[src/rtl/clkbank_pkg.sv]
package clkbank_pkg;

   typedef logic [1:0] fsel_t;

   // Control byte layout: the bit positions are behaviour, decoded by the bank muxes
   typedef struct packed {
      logic  norm_mode;   // bit 7: 1 = normal, 0 = test override
      logic  [1:0] spare; // bits 6:5: stored, no function
      fsel_t sel_b;       // bits 4:3: bank B register code
      fsel_t sel_a;       // bits 2:1: bank A register code
      logic  pin_src;     // bit 0: 1 = codes from pins
   } ctl_t;

   localparam logic [7:0] CTL_RESET = 8'h81;

   function automatic int imax(int a, int b);
      return (a > b) ? a : b;
   endfunction

endpackage

[src/rtl/clkbank_ctlreg.sv]
module clkbank_ctlreg
   import clkbank_pkg::*;
(
   input  logic       clk,
   input  logic       rst_n,
   input  logic       we,
   input  logic [7:0] wdata,
   output ctl_t       ctl_q
);

   always_ff @(posedge clk or negedge rst_n) begin
      if (!rst_n) begin
         ctl_q <= ctl_t'(CTL_RESET);
      end else if (we) begin
         ctl_q <= ctl_t'(wdata);
      end
   end

endmodule

[src/rtl/clkbank_selmux.sv]
module clkbank_selmux
   import clkbank_pkg::*;
#(
   parameter int CNT_W    = 3,
   parameter int DIV_C0   = 4,
   parameter int DIV_C1   = 6,
   parameter int DIV_C2   = 8,
   parameter int DIV_C3   = 12,
   parameter int TEST_DIV = 6
) (
   input  logic             test_mode,
   input  logic             pin_src,
   input  fsel_t            pin_sel,
   input  fsel_t            reg_sel,
   output logic [CNT_W-1:0] half_o
);

   localparam logic [CNT_W-1:0] H0 = CNT_W'(DIV_C0 / 2);
   localparam logic [CNT_W-1:0] H1 = CNT_W'(DIV_C1 / 2);
   localparam logic [CNT_W-1:0] H2 = CNT_W'(DIV_C2 / 2);
   localparam logic [CNT_W-1:0] H3 = CNT_W'(DIV_C3 / 2);
   localparam logic [CNT_W-1:0] HT = CNT_W'(TEST_DIV / 2);

   fsel_t code;

   always_comb begin
      code = pin_src ? pin_sel : reg_sel;
      unique case (code)
         2'd0:    half_o = H0;
         2'd1:    half_o = H1;
         2'd2:    half_o = H2;
         default: half_o = H3;
      endcase
      if (test_mode) begin
         half_o = HT;
      end
   end

endmodule

[src/rtl/clkbank_div.sv]
module clkbank_div #(
   parameter int CNT_W = 3
) (
   input  logic             clk,
   input  logic             rst_n,
   input  logic [CNT_W-1:0] req_half,
   output logic             clk_o
);

   logic [CNT_W-1:0] cur_half;
   logic [CNT_W-1:0] cnt;
   logic             q;

   // cur_half == 0 marks the idle state right after reset
   always_ff @(posedge clk or negedge rst_n) begin
      if (!rst_n) begin
         cur_half <= '0;
         cnt      <= '0;
         q        <= 1'b0;
      end else if (cur_half == '0) begin
         cur_half <= req_half;
         cnt      <= '0;
      end else if (cnt == cur_half - CNT_W'(1)) begin
         cnt <= '0;
         q   <= ~q;
         // a period is low then high; adopt a new ratio only as it ends
         if (q) begin
            cur_half <= req_half;
         end
      end else begin
         cnt <= cnt + CNT_W'(1);
      end
   end

   assign clk_o = q;

endmodule

[src/rtl/clkbank_ctrl.sv]
module clkbank_ctrl
   import clkbank_pkg::*;
#(
   parameter int DIV_C0     = 4,
   parameter int DIV_C1     = 6,
   parameter int DIV_C2     = 8,
   parameter int DIV_C3     = 12,
   parameter int TEST_DIV_A = 6,
   parameter int TEST_DIV_B = 4
) (
   input  logic       clk_in,
   input  logic       rst_n,
   input  logic [1:0] sa_pin,
   input  logic [1:0] sb_pin,
   input  logic [7:0] ctl_wdata,
   input  logic       ctl_we,
   output logic       clk_a,
   output logic       clk_b,
   output logic       ref_clk
);

   localparam int NBANK    = 2;
   localparam int DIVS [6] = '{DIV_C0, DIV_C1, DIV_C2, DIV_C3, TEST_DIV_A, TEST_DIV_B};
   localparam int HALF_MAX = imax(imax(imax(DIV_C0, DIV_C1), imax(DIV_C2, DIV_C3)),
                                  imax(TEST_DIV_A, TEST_DIV_B)) / 2;
   localparam int CNT_W    = $clog2(HALF_MAX + 1);

   for (genvar i = 0; i < 6; i++) begin : g_chk_div
      if ((DIVS[i] % 2) != 0 || DIVS[i] < 2) begin : g_bad
         $error("clkbank_ctrl: every divisor must be even and at least 2");
      end
   end

   ctl_t             ctl_q;
   logic [CNT_W-1:0] req_half [NBANK];
   logic [NBANK-1:0] bank_clk;

   clkbank_ctlreg u_ctl (
      .clk   (clk_in),
      .rst_n (rst_n),
      .we    (ctl_we),
      .wdata (ctl_wdata),
      .ctl_q (ctl_q)
   );

   for (genvar b = 0; b < NBANK; b++) begin : g_bank
      localparam int TDIV = (b == 0) ? TEST_DIV_A : TEST_DIV_B;

      clkbank_selmux #(
         .CNT_W    (CNT_W),
         .DIV_C0   (DIV_C0),
         .DIV_C1   (DIV_C1),
         .DIV_C2   (DIV_C2),
         .DIV_C3   (DIV_C3),
         .TEST_DIV (TDIV)
      ) u_mux (
         .test_mode (~ctl_q.norm_mode),
         .pin_src   (ctl_q.pin_src),
         .pin_sel   ((b == 0) ? sa_pin : sb_pin),
         .reg_sel   ((b == 0) ? ctl_q.sel_a : ctl_q.sel_b),
         .half_o    (req_half[b])
      );

      clkbank_div #(
         .CNT_W (CNT_W)
      ) u_div (
         .clk      (clk_in),
         .rst_n    (rst_n),
         .req_half (req_half[b]),
         .clk_o    (bank_clk[b])
      );
   end

   assign clk_a   = bank_clk[0];
   assign clk_b   = bank_clk[1];
   assign ref_clk = clk_in;

endmodule

[config.mk]
export PLATFORM = sky130hd
export DESIGN_NAME = clkbank_ctrl
export DESIGN_NICKNAME = d
export VERILOG_FILES = /design/src/rtl/clkbank_pkg.sv /design/src/rtl/clkbank_ctlreg.sv /design/src/rtl/clkbank_selmux.sv /design/src/rtl/clkbank_div.sv /design/src/rtl/clkbank_ctrl.sv
export SDC_FILE = /design/constraint.sdc
export NUM_CORES = 1
export LEC_CHECK = 0
export BUFFER_PORTS_ARGS = -buffer_cell sky130_fd_sc_hd__buf_4
export CAP_MARGIN = 20
export CORE_MARGIN = 5
export CORE_UTILIZATION = 40
export CTS_CLUSTER_SIZE = 8
export DETAILED_ROUTE_END_ITERATION = 10
export MAX_ROUTING_LAYER = met4
export SYNTH_ARGS = -nofsm -noshare
export SYNTH_HDL_FRONTEND = slang
export SYNTH_SLANG_ARGS = --single-unit
[constraint.sdc]
create_clock -name clk_in -period 4.6 [get_ports clk_in]
set_input_delay 0.23 -clock clk_in [delete_from_list [all_inputs] [get_ports clk_in]]
set_output_delay 0.23 -clock clk_in [all_outputs]
set_load 0.1 [all_outputs]
## After elaboration in Yosys (flattened, before gate mapping)

Cells that the tools add are included.

- $add $sub $neg: 4
- Multiply operators: 0
- Div/mod/pow operators: 0
- $lt $le $gt $ge: 0
- Equality and inequality tests: 6
- Shift operators: 0
- Multiplexer cells: 16
- Bitwise gates (word level): 4
- Reductions and logical operators: 12

Operator list:

| kind | count |
|---|---|
| $mux W3 | 12 |
| $pmux W3 S3 | 2 |
| $reduce_and A2 Y1 | 4 |
| $reduce_bool A2 Y1 | 4 |
| $add A3 B1 Y3 const B | 2 |
| $eq A3 B3 Y1 | 2 |
| $logic_not A3 Y1 | 2 |
| $sub A3 B1 Y3 const B | 2 |
| $eq A2 B1 Y1 const B | 2 |
| $eq A2 B2 Y1 const B | 2 |
| $logic_not A2 Y1 | 2 |
| $mux W2 | 2 |
| $not A1 Y1 | 4 |

- Flip-flop bits (word level): 20
- Bits in latches: 0
- Memory bits (writable): 0
- Memory bits (read-only): 0
- Input bits: 15
- Output and inout bits: 3
- Memories kept: 0

## Logic depth before layout (Yosys ltp)

Gate-level depths: netlist of run 1.

- Word-level depth: 7
- Mapped depth: 7
- Mapped depth without buffers: 6

## Hierarchy

Synthesis of run 1 repeated with hierarchy kept, for this count alone.

- Cell total of the unflattened synthesis: 95
- Area, all modules: 1226.2 µm²

Modules (own cells, without submodules):

| module | instances | cells an instance | area an instance (µm²) | sequential area each (µm²) |
|---|---|---|---|---|
| clkbank_div | 2 | 30 | 386.6 | 175.2 |
| clkbank_ctlreg | 1 | 17 | 334.1 | 202.7 |
| clkbank_selmux | 2 | 8 | 53.8 | 0.0 |
| clkbank_ctrl | 1 | 2 | 11.3 | 0.0 |

==> impl_metrics.csv, run 1 <==
group,metric,value,unit
route,routed_wirelength,2.00,mm
power_and_ir_drop,sw_frac_of_total,46.0,%
route,dr.pass1.iters,3,
cells_and_area,final_nets,148,
floorplanning,std_cell_rows,19,
synthesis,synth_cell_type_count,36,
power_and_ir_drop,p_leak,0.000631,µW
cells_and_area,design_area,1360,µm²
route,route.detailed.drc,0,
synthesis,syn_nets,129,
placement,placed_cell_area,1290,µm²
timing,timing.hold.ws,0.0249,ns
placement,io_buffers,15,
timing,drv_slew,0,
min_path,hold_path.class,"in -> reg",
cells_and_area,area_growth,16.3,%
power_and_ir_drop,clkPwrFrac,21.8,%
floorplanning,die_w,64.0,µm
setup_path,reg2reg_depth,6,
power_and_ir_drop,ir_worst_vdd,646,µV
floorplanning,start_util,41.9,%
timing,setup_violations,0,
floorplanning,ios,18,
route,routed_via_density,5.19,
placement,dp_hpwl,1.57,mm
grt,grt_pass1_wl,3.64,mm
flow_run,maxCapViolations,0,
timing,finClkSkew,0.00128,ns
synthesis,yosys_warnings,0,
cts,cts_tree,"yes",
route,routedWlPerCell,12.7,µm
timing,worst_pin_slew,0.368,ns
setup_path,path_cells,"clkbuf_4, clkbuf_4, buf_4",
setup_path,crit_fanout,2,
setup_path,critical_path_arrival,2.75,ns
synthesis,netlist_area,1170,µm²
synthesis,synthTopCellsByArea,"dfrtp_1 39%, mux2_2 7.7%, ha_1 6.4%",
grt,grt_usage,11.3,%
route,vias,815,
synthesis,ys_ff_latch,20,
route,ant_nets,0,
grt,grt_pass1_vias,878,
synthesis,ys_seq_area_share,43.1,%
power_and_ir_drop,pwr-share-comb,47.4,%
power_and_ir_drop,power_density,748,nW/µm²
synthesis,ys_async_sr_fraction,100,%
floorplanning,die_area,4100,µm²
floorplanning,core_area,2780,µm²
grt,antenna_found_initial,0,
setup_path,cp_slowest_stage_delay,0.22,ns
synthesis,synth_edf_count,0,
power_and_ir_drop,power_frac_seq,30.9,%
setup_path,startpoint_type,"clock port",
status,outcome,"finished, final reports clean",
timing,finalWorstSetupSlack,1.62,ns
synthesis,syn_inst,108,
setup_path,path_buf_inv,3,
cts,worstSkewPairLatency,0.40,ns
timing,hold_violations,0,
cells_and_area,num_antenna_cells,0,
setup_path,crit_required,4.37,ns
timing,fin_tns_setup,0,ns
timing,rsz0062_at_grt,"false",
synthesis,yosysTopAreaCell,"dfrtp_1",
power_and_ir_drop,power_switching,467,µW
synthesis,yosysTopAreaCellShare,38.6,%
cts,postCtsSetupRepairBufs,0,
placement,pre_cts_ws,1.86,ns
cts,clkSlewWorstSetupHoldPaths,0.11,ns
min_path,whs_path_depth,3,
timing,slew_headroom,75.3,%
cts,ctsResizeCount,0,
placement,gp_congestion,0.786,
route,drt_first_iter_violations,13,
setup_path,crit_type,"clk -> out",
setup_path,cpMostUsedCell,"clkbuf_4",
synthesis,synth-main-ff-cell,"dfrtp_1",
cells_and_area,final_layout_size_suffix_gt1_share,27.0,%
setup_path,endpoint_kind,"output pin",
setup_path,crit_cells,3,
synthesis,syn_area_per_cell,10.8,µm²
setup_path,crit_family,"buffers and inverters",
floorplanning,die_y,64.0,µm
setup_path,slowest_stage,"buf_4",
grt,grt-ovfl-total,0,
grt,grt_max_degree,21,
power_and_ir_drop,p_int,548,µW
==> synth_stat cells (all sizes together) (2+ instances only) <==
cell    instances
a21oi           3
a31oi           2
a32o            2
a41oi           2
and2            2
buf             2
clkbuf          3
dfrtp          18
dfstp           2
ha              6
inv             8
mux2           10
nand2          10
nand2b          2
nor2            4
nor3            3
nor3b           2
o21ai           3
xnor2           5
xor2            6
==> placed cells by master (no fill, tap or decap), types with 2 or more instances in the layout <==
cell and instances:
nor3_1 3, dfrtp_1 18, a21oi_1 2, xor2_1 6, a32o_1 2, buf_4 15
a41oi_1 2, mux2_2 8, ha_1 6, mux2_1 2, a31oi_1 2, nand2_1 10
dfstp_2 2, xnor2_1 5, nor3b_1 2, clkbuf_4 6, and2_1 2, o21ai_0 3
inv_1 8, nor2_1 4, nand2b_1 2
==> kinds of logic (layout without fill, tap and decap cells) <==
group / Yosys count / after routing / synth area share, %
muxes: 11 / 11 / 10.5
and+or+nand+nor: 28 / 28 / 12.0
xor gates and xnor gates: 12 / 12 / 10.2
AOI/OAI and AO/OA: 18 / 18 / 12.6
adders and majority gates: 6 / 6 / 6.44
DFF: 20 / 20 / 43.1
buffers and inverters: 13 / 31 / 5.15
==> power groups by stage <==
| stage | clock network, µW | registers (µW) | logic (µW) |
|---|---|---|---|
| 4_1_cts | 228 | 314 | 486 |
| 3_5_place_dp | 82.0 | 318 | 485 |
| 2_1_floorplan | 82.0 | 365 | 358 |
| 5_1_grt | 239 | 324 | 535 |
| 3_3_place_gp | 82.0 | 315 | 469 |
| 6_report | 221 | 313 | 480 |
==> tightest hold or removal path, stage by stage <==
cell and delay, ns:
buf_4 0.08, nand2_1 0.04, o21ai_0 0.06
==> stage by stage <==
step	std cells	power, µW	utilization [%]
finish	157	1010	48.8
global route	157	1100	48.8
CTS	157	1030	48.8
detailed placement	149	885	46.3
global placement	149	866	46.3
floorplan	108	805	-
==> worst paths after layout <==
kind | slack, ns | from | endpoint
max in group asynchronous | 4.11 | rst_n | u_ctl.ctl_q[0]$_DFFE_PN1P_
setup / recovery | 1.62 | clk_in | ref_clk
hold reg to reg | 0.50 | g_bank[0].u_div.cnt[0]$_DFF_PN0_ | g_bank[0].u_div.cnt[0]$_DFF_PN0_
hold / removal | 0.02 | ctl_wdata[3] | u_ctl.ctl_q[3]$_DFFE_PN0P_
min in group asynchronous | 0.22 | rst_n | g_bank[1].u_div.cur_half[1]$_DFFE_PN0P_
setup reg to reg | 2.64 | g_bank[0].u_div.cur_half[0]$_DFFE_PN0P_ | g_bank[0].u_div.cur_half[1]$_DFFE_PN0P_
==> area by class of cell <==
type	count	area [µm²]
Fill cell	257	1430
Multi-Input combinational cell	75	603
Sequential cell	20	503
Timing Repair Buffer	15	115
Clock buffer	8	66.3
Tap cell	31	38.8
Inverter	8	30.0
==> metal layers <==
layer	share of wire, %	global-route usage (%)
met5	0	-
met4	0.35	6.75
met3	5.1	2.10
met1	46	13.6
met2	48	17.6
==> state kept, by name, summed over array words and instances, names as in the netlist <==
signal	flops
u_ctl.ctl_q	6
g_bank.u_div.cnt	6
g_bank.u_div.cur_half	6
g_bank.u_div.clk_o	2
==> what timing repair did <==
action,4_1_cts,5_1_grt
endpoints found under the setup margin,0,0
hold buffers,1,0
hold endpoints to repair,20,0
Note: power is estimated with default switching activity, not from simulation.
==> inputs of run 2 (changes only) <==
- ABC_AREA: not set -> 1
- clock period: 4.6 -> 2.6 ns (I/O delays scaled with it)
==> impl_metrics.csv, run 2 <==
group,metric,value,unit
status,outcome,"finished, final reports clean",
power_and_ir_drop,ir_worst_vdd,1040,µV
floorplanning,die_area,4070,µm²
grt,grt-ovfl-total,0,
placement,dp_hpwl,1.49,mm
placement,gp_congestion,0.719,
synthesis,synthTopCellsByArea,"dfrtp_1 39%, nand2_1 16%, ha_1 6.5%",
min_path,whs_path_depth,2,
setup_path,reg2reg_depth,10,
synthesis,synth_cell_type_count,23,
cells_and_area,finish.utilization,55.0,%
floorplanning,die_w,63.8,µm
floorplanning,ios,18,
grt,grt_usage,12.9,%
power_and_ir_drop,p_leak,0.000808,µW
setup_path,crit_type,"clk -> out",
timing,hold_violations,0,
synthesis,yosysTopAreaCell,"dfrtp_1",
flow_run,maxCapViolations,0,
floorplanning,die_y,63.8,µm
power_and_ir_drop,total_power,1850,µW
setup_path,rrSetupSlack,1.15,ns
setup_path,endpoint_kind,"output pin",
grt,grt_pass1_vias,973,
placement,io_buffers,15,
power_and_ir_drop,power_density,1220,nW/µm²
min_path,hold_start,"ctl_we",
route,dr.pass1.iters,3,
grt,grt_pass1_wl,3.98,mm
synthesis,synth_common_cells,"50 x nand2_1, 20 x inv_1, 18 x dfrtp_1",
grt,grt_max_degree,21,
route,route.detailed.drc,0,
cells_and_area,top_regs,"g_bank.u_div.cnt: 6 flops, g_bank.u_div.cur_half: 6 flops, u_ctl.ctl_q: 6 flops",
cells_and_area,final_nets,207,
floorplanning,core_area,2760,µm²
route,routedWlPerCell,10.0,µm
cells_and_area,num_antenna_cells,0,
cts,ctsResizeCount,0,
timing,finClkSkew,0.00334,ns
cells_and_area,fill_cells,260,
synthesis,yosysTopAreaCellShare,38.9,%
synthesis,yosys_warnings,0,
cts,worstSkewPairLatency,0.41,ns
timing,drv_slew,0,
route,routed_wirelength,2.16,mm
synthesis,ys_seq_area_share,43.4,%
timing,worst_pin_slew,0.285,ns
min_path,hold_end,"u_ctl.ctl_q[2]$_DFFE_PN0P_",
setup_path,critical_path_arrival,1.76,ns
cells_and_area,final_layout_size_suffix_gt1_share,23.2,%
grt,antenna_found_initial,0,
floorplanning,start_util,42.0,%
setup_path,crit_required,2.47,ns
route,drt_first_iter_violations,15,
timing,setup_violations,0,
setup_path,r2r-end,"g_bank[0].u_div.cur_half[1]$_DFFE_PN0P_",
min_path,hold_path.class,"in -> reg",
synthesis,ys_ff_latch,20,
timing,fin_tns_setup,0,ns
route,routed_via_density,4.50,
route,vias,972,
synthesis,synth_most_common_cell,"nand2_1",
setup_path,startpoint_type,"clock port",
timing,slew_headroom,81.2,%
cts,postCtsSetupRepairBufs,0,
cts,clkSlewWorstSetupHoldPaths,0.11,ns
synthesis,synth-main-ff-cell,"dfrtp_1",
setup_path,crit_fanout,2,
route,ant_nets,0,
setup_path,r2r_start,"g_bank[0].u_div.cur_half[0]$_DFFE_PN0P_",
synthesis,synth_edf_count,0,
timing,rsz0062_at_grt,"false",
cells_and_area,area_growth,31.0,%
synthesis,ys_async_sr_fraction,100,%
cts,cts_tree,"yes",
synthesis,syn_inst,149,
cells_and_area,layout_commonest_cell,"nand2_1",
synthesis,syn_area_per_cell,7.78,µm²
synthesis,syn_nets,170,
floorplanning,std_cell_rows,19,
cells_and_area,final_cell_mix,"50 x nand2_1, 20 x inv_1, 18 x dfrtp_1",
synthesis,netlist_area,1160,µm²
-- run 2: cell types whose count changed after synthesis, sizes merged, moves of 3 or more --
cell | before | now
xnor2 | 5 | 2
nand2 | 10 | 58
nor2 | 4 | 11
nand3 | 1 | 10
o21ai | 3 | 9
xor2 | 6 | 0
mux2 | 10 | 1
inv | 8 | 26
-- run 2: critical path: stages --
cell      delay [ns]
clkbuf_4        0.11
clkbuf_4        0.12
buf_4           0.22
-- run 2: final cells by class --
type	count	area, µm²	area share [%]
inverter	26	97.6	6.43
timing repair buffer	30	265	17.5
tap	31	38.8	2.56
clock buffer	8	66.3	4.37
sequential	20	503	33.1
multi-input combinational	101	547	36.0
-- run 2: logic make-up after synthesis --
family	Yosys count	synth area share, %
compound gates	10	4.32
xor+xnor	2	1.51
fa+ha+maj	6	6.48
buf+inv	28	9.39
flops	20	43.4
mux	1	0.972
simple gates	82	33.9
-- run 2: repair_timing --
| item | CTS | global route |
|---|---|---|
| hold endpoints to repair | 26 | 0 |
| endpoints found under the setup margin | 0 | 0 |
| hold buffers | 16 | 0 |
-- run 2: where the power goes --
part | switching [µW] | leakage, µW | internal (µW)
clock network | 242 | 0.0000396 | 157
registers | 101 | 0.000242 | 428
logic | 592 | 0.000527 | 328
-- run 2: stage by stage --
stage	area (µm²)	hold slack, ns	std cells	setup WS (ns)
CTS	1520	0.0263	216	0.694
floorplan	1160	-0.166	149	0.958
global route	1520	0.0481	216	0.694
detailed placement	1300	0.0285	193	0.958
global placement	1300	0.0273	193	0.958
finish	1520	0.0458	216	0.707
-- run 2: per-layer routing --
layer	track usage (%)	wire length [µm]	vias to the layer above
met5	-	0	-
met2	19.8	996	22
met4	11.9	123	0
met1	13.8	944	413
met3	2.28	96	12
li1	-	-	525
-- run 2: how the worst max path moves through the flow --
stage                start       to  slack [ns]  depth (start not counted)
global placement    clk_in  ref_clk        0.96                          1
CTS                 clk_in  ref_clk        0.69                          3
floorplan           clk_in  ref_clk        0.96                          1
global route        clk_in  ref_clk        0.69                          3
finish              clk_in  ref_clk        0.71                          3
detailed placement  clk_in  ref_clk        0.96                          1
==> inputs of run 3 (changes only) <==
- clock period: 2.6 -> 1.75 ns (I/O delays scaled with it)
==> impl_metrics.csv, run 3 (same netlist as run 2, synthesis figures left out) <==
group,metric,value,unit
cells_and_area,finish.utilization,55.4,%
timing,hold_violations,1,
placement,io_buffers,15,
setup_path,reg2reg_depth,10,
power_and_ir_drop,power_frac_seq,28.5,%
cells_and_area,area_growth,31.9,%
placement,gp_congestion,0.713,
floorplanning,die_w,63.8,µm
status,violations,"negative hold slack",
cts,cts_tree,"yes",
placement,placed_cell_area,1300,µm²
route,vias,997,
cts,worstSkewPairLatency,0.40,ns
cells_and_area,fill_cells,265,
route,routed_via_density,4.59,
min_path,hold_path.class,"in -> reg",
grt,antenna_found_initial,0,
floorplanning,ios,18,
flow_run,maxCapViolations,0,
min_path,whs_path_depth,2,
floorplanning,die_area,4070,µm²
cells_and_area,num_antenna_cells,0,
cts,clkSlewWorstSetupHoldPaths,0.12,ns
grt,grt_pass1_wl,4.28,mm
setup_path,critical_path_arrival,2.03,ns
grt,grt-ovfl-total,0,
timing,layout_worst_path_cycle_share,97.2,%
timing,setup_violations,0,
grt,grt_pass1_vias,1035,
cells_and_area,top_regs,"g_bank.u_div.cnt: 6 flops, g_bank.u_div.cur_half: 6 flops, u_ctl.ctl_q: 6 flops",
timing,drv_slew,0,
power_and_ir_drop,clkPwrFrac,21.6,%
timing,timing.hold.ws,-0.0388,ns
route,ant_nets,0,
floorplanning,die_y,63.8,µm
route,dr.pass1.iters,3,
cells_and_area,seq_area,503,µm²
route,routed_wirelength,2.22,mm
route,routedWlPerCell,10.2,µm
status,outcome,"complete, but fails checks",
timing,fin_tns_setup,0,ns
floorplanning,std_cell_rows,19,
timing,rsz0062_at_grt,"false",
timing,finClkSkew,0.00715,ns
cells_and_area,final_cell_mix,"50 x nand2_1, 20 x inv_1, 18 x dfrtp_1",
route,drt_first_iter_violations,9,
setup_path,startpoint_type,"input pin",
floorplanning,start_util,42.0,%
cells_and_area,design_area,1530,µm²
power_and_ir_drop,ir_worst_vdd,1580,µV
cells_and_area,final_layout_size_suffix_gt1_share,23.1,%
timing,fmax,0.588,GHz
cells_and_area,finalNonFillerCells,217,
timing,slew_headroom,81.0,%
timing,worst_pin_slew,0.288,ns
setup_path,crit_required,2.08,ns
power_and_ir_drop,sw_frac_of_total,50.5,%
cells_and_area,final_nets,208,
floorplanning,core_area,2760,µm²
grt,grt_max_degree,21,
power_and_ir_drop,power_density,1800,nW/µm²
power_and_ir_drop,power_switching,1390,µW
timing,period_minus_slack,1.70,ns
power_and_ir_drop,p_int,1360,µW
grt,grt_usage,13.3,%
setup_path,crit_type,"in -> reg",
placement,dp_hpwl,1.49,mm
setup_path,crit_fanout,1,
setup_path,endpoint_kind,"register",
power_and_ir_drop,p_leak,0.000811,µW
placement,placed_cells,193,
cells_and_area,layout_commonest_cell,"nand2_1",
cells_and_area,multiInputGateArea,547,µm²
route,route.detailed.drc,0,
power_and_ir_drop,pwr-share-comb,49.9,%
[run 3: repair_timing]
action / CTS / global route
endpoints found under the setup margin: 0 / 2
buffers inserted: 0 / 0
hold endpoints to repair: 26 / 0
hold buffers: 18 / 0
resized for setup: 0 / 1
[run 3: metrics by stage]
stage,setup slack [ns],total power (µW)
after global placement,0.341,2310
after CTS,0.112,2780
after detailed placement,0.293,2360
after floorplan,0.311,2110
after global routing,0.0253,3050
final,0.0495,2740
[run 3: layout make-up]
type / instances / area share (%)
multi-input combinational: 101 / 35.8
sequential: 20 / 32.9
timing repair buffer: 31 / 18.0
inverter: 26 / 6.39
clock buffer: 8 / 4.34
tap: 31 / 2.54
[run 3: power by group through the flow]
stage                     Clock, µW  Sequential (µW)  Combinational, µW
after floorplan                 216              928                970
after global placement          216              787               1310
after detailed placement        216              797               1340
after CTS                       602              786               1390
after global routing            648              813               1580
final                           593              782               1370
[run 3: worst max-delay path: stages]
cell and delay [ns]:
dlygate4sd3_1 0.55, buf_4 0.14, nand2_1 0.06, dlygate4sd3_1 0.56, o21ai_1 0.08, dlygate4sd3_1 0.55
[run 3: final timing paths]
kind	start	end	slack, ns
max in group asynchronous	rst_n	u_ctl.ctl_q[0]$_DFFE_PN1P_	1.39
worst max register to register	g_bank[0].u_div.cur_half[0]$_DFFE_PN0P_	g_bank[0].u_div.cur_half[2]$_DFFE_PN0P_	0.29
worst max-delay path	ctl_wdata[0]	u_ctl.ctl_q[0]$_DFFE_PN1P_	0.05
worst min register to register	g_bank[0].u_div.cnt[0]$_DFF_PN0_	g_bank[0].u_div.cnt[0]$_DFF_PN0_	0.51
min in group asynchronous	rst_n	g_bank[1].u_div.cnt[0]$_DFF_PN0_	0.09
worst min-delay path	ctl_we	u_ctl.ctl_q[1]$_DFFE_PN0P_	-0.04
[run 3: per-layer routing]
metal | share of wire, % | global-route usage, % | vias up
met4 | 2.3 | 7.79 | 0
met1 | 45 | 14.8 | 447
met2 | 49 | 21.4 | 18
met3 | 4.1 | 3.15 | 6
li1 | - | - | 526
met5 | 0 | - | -
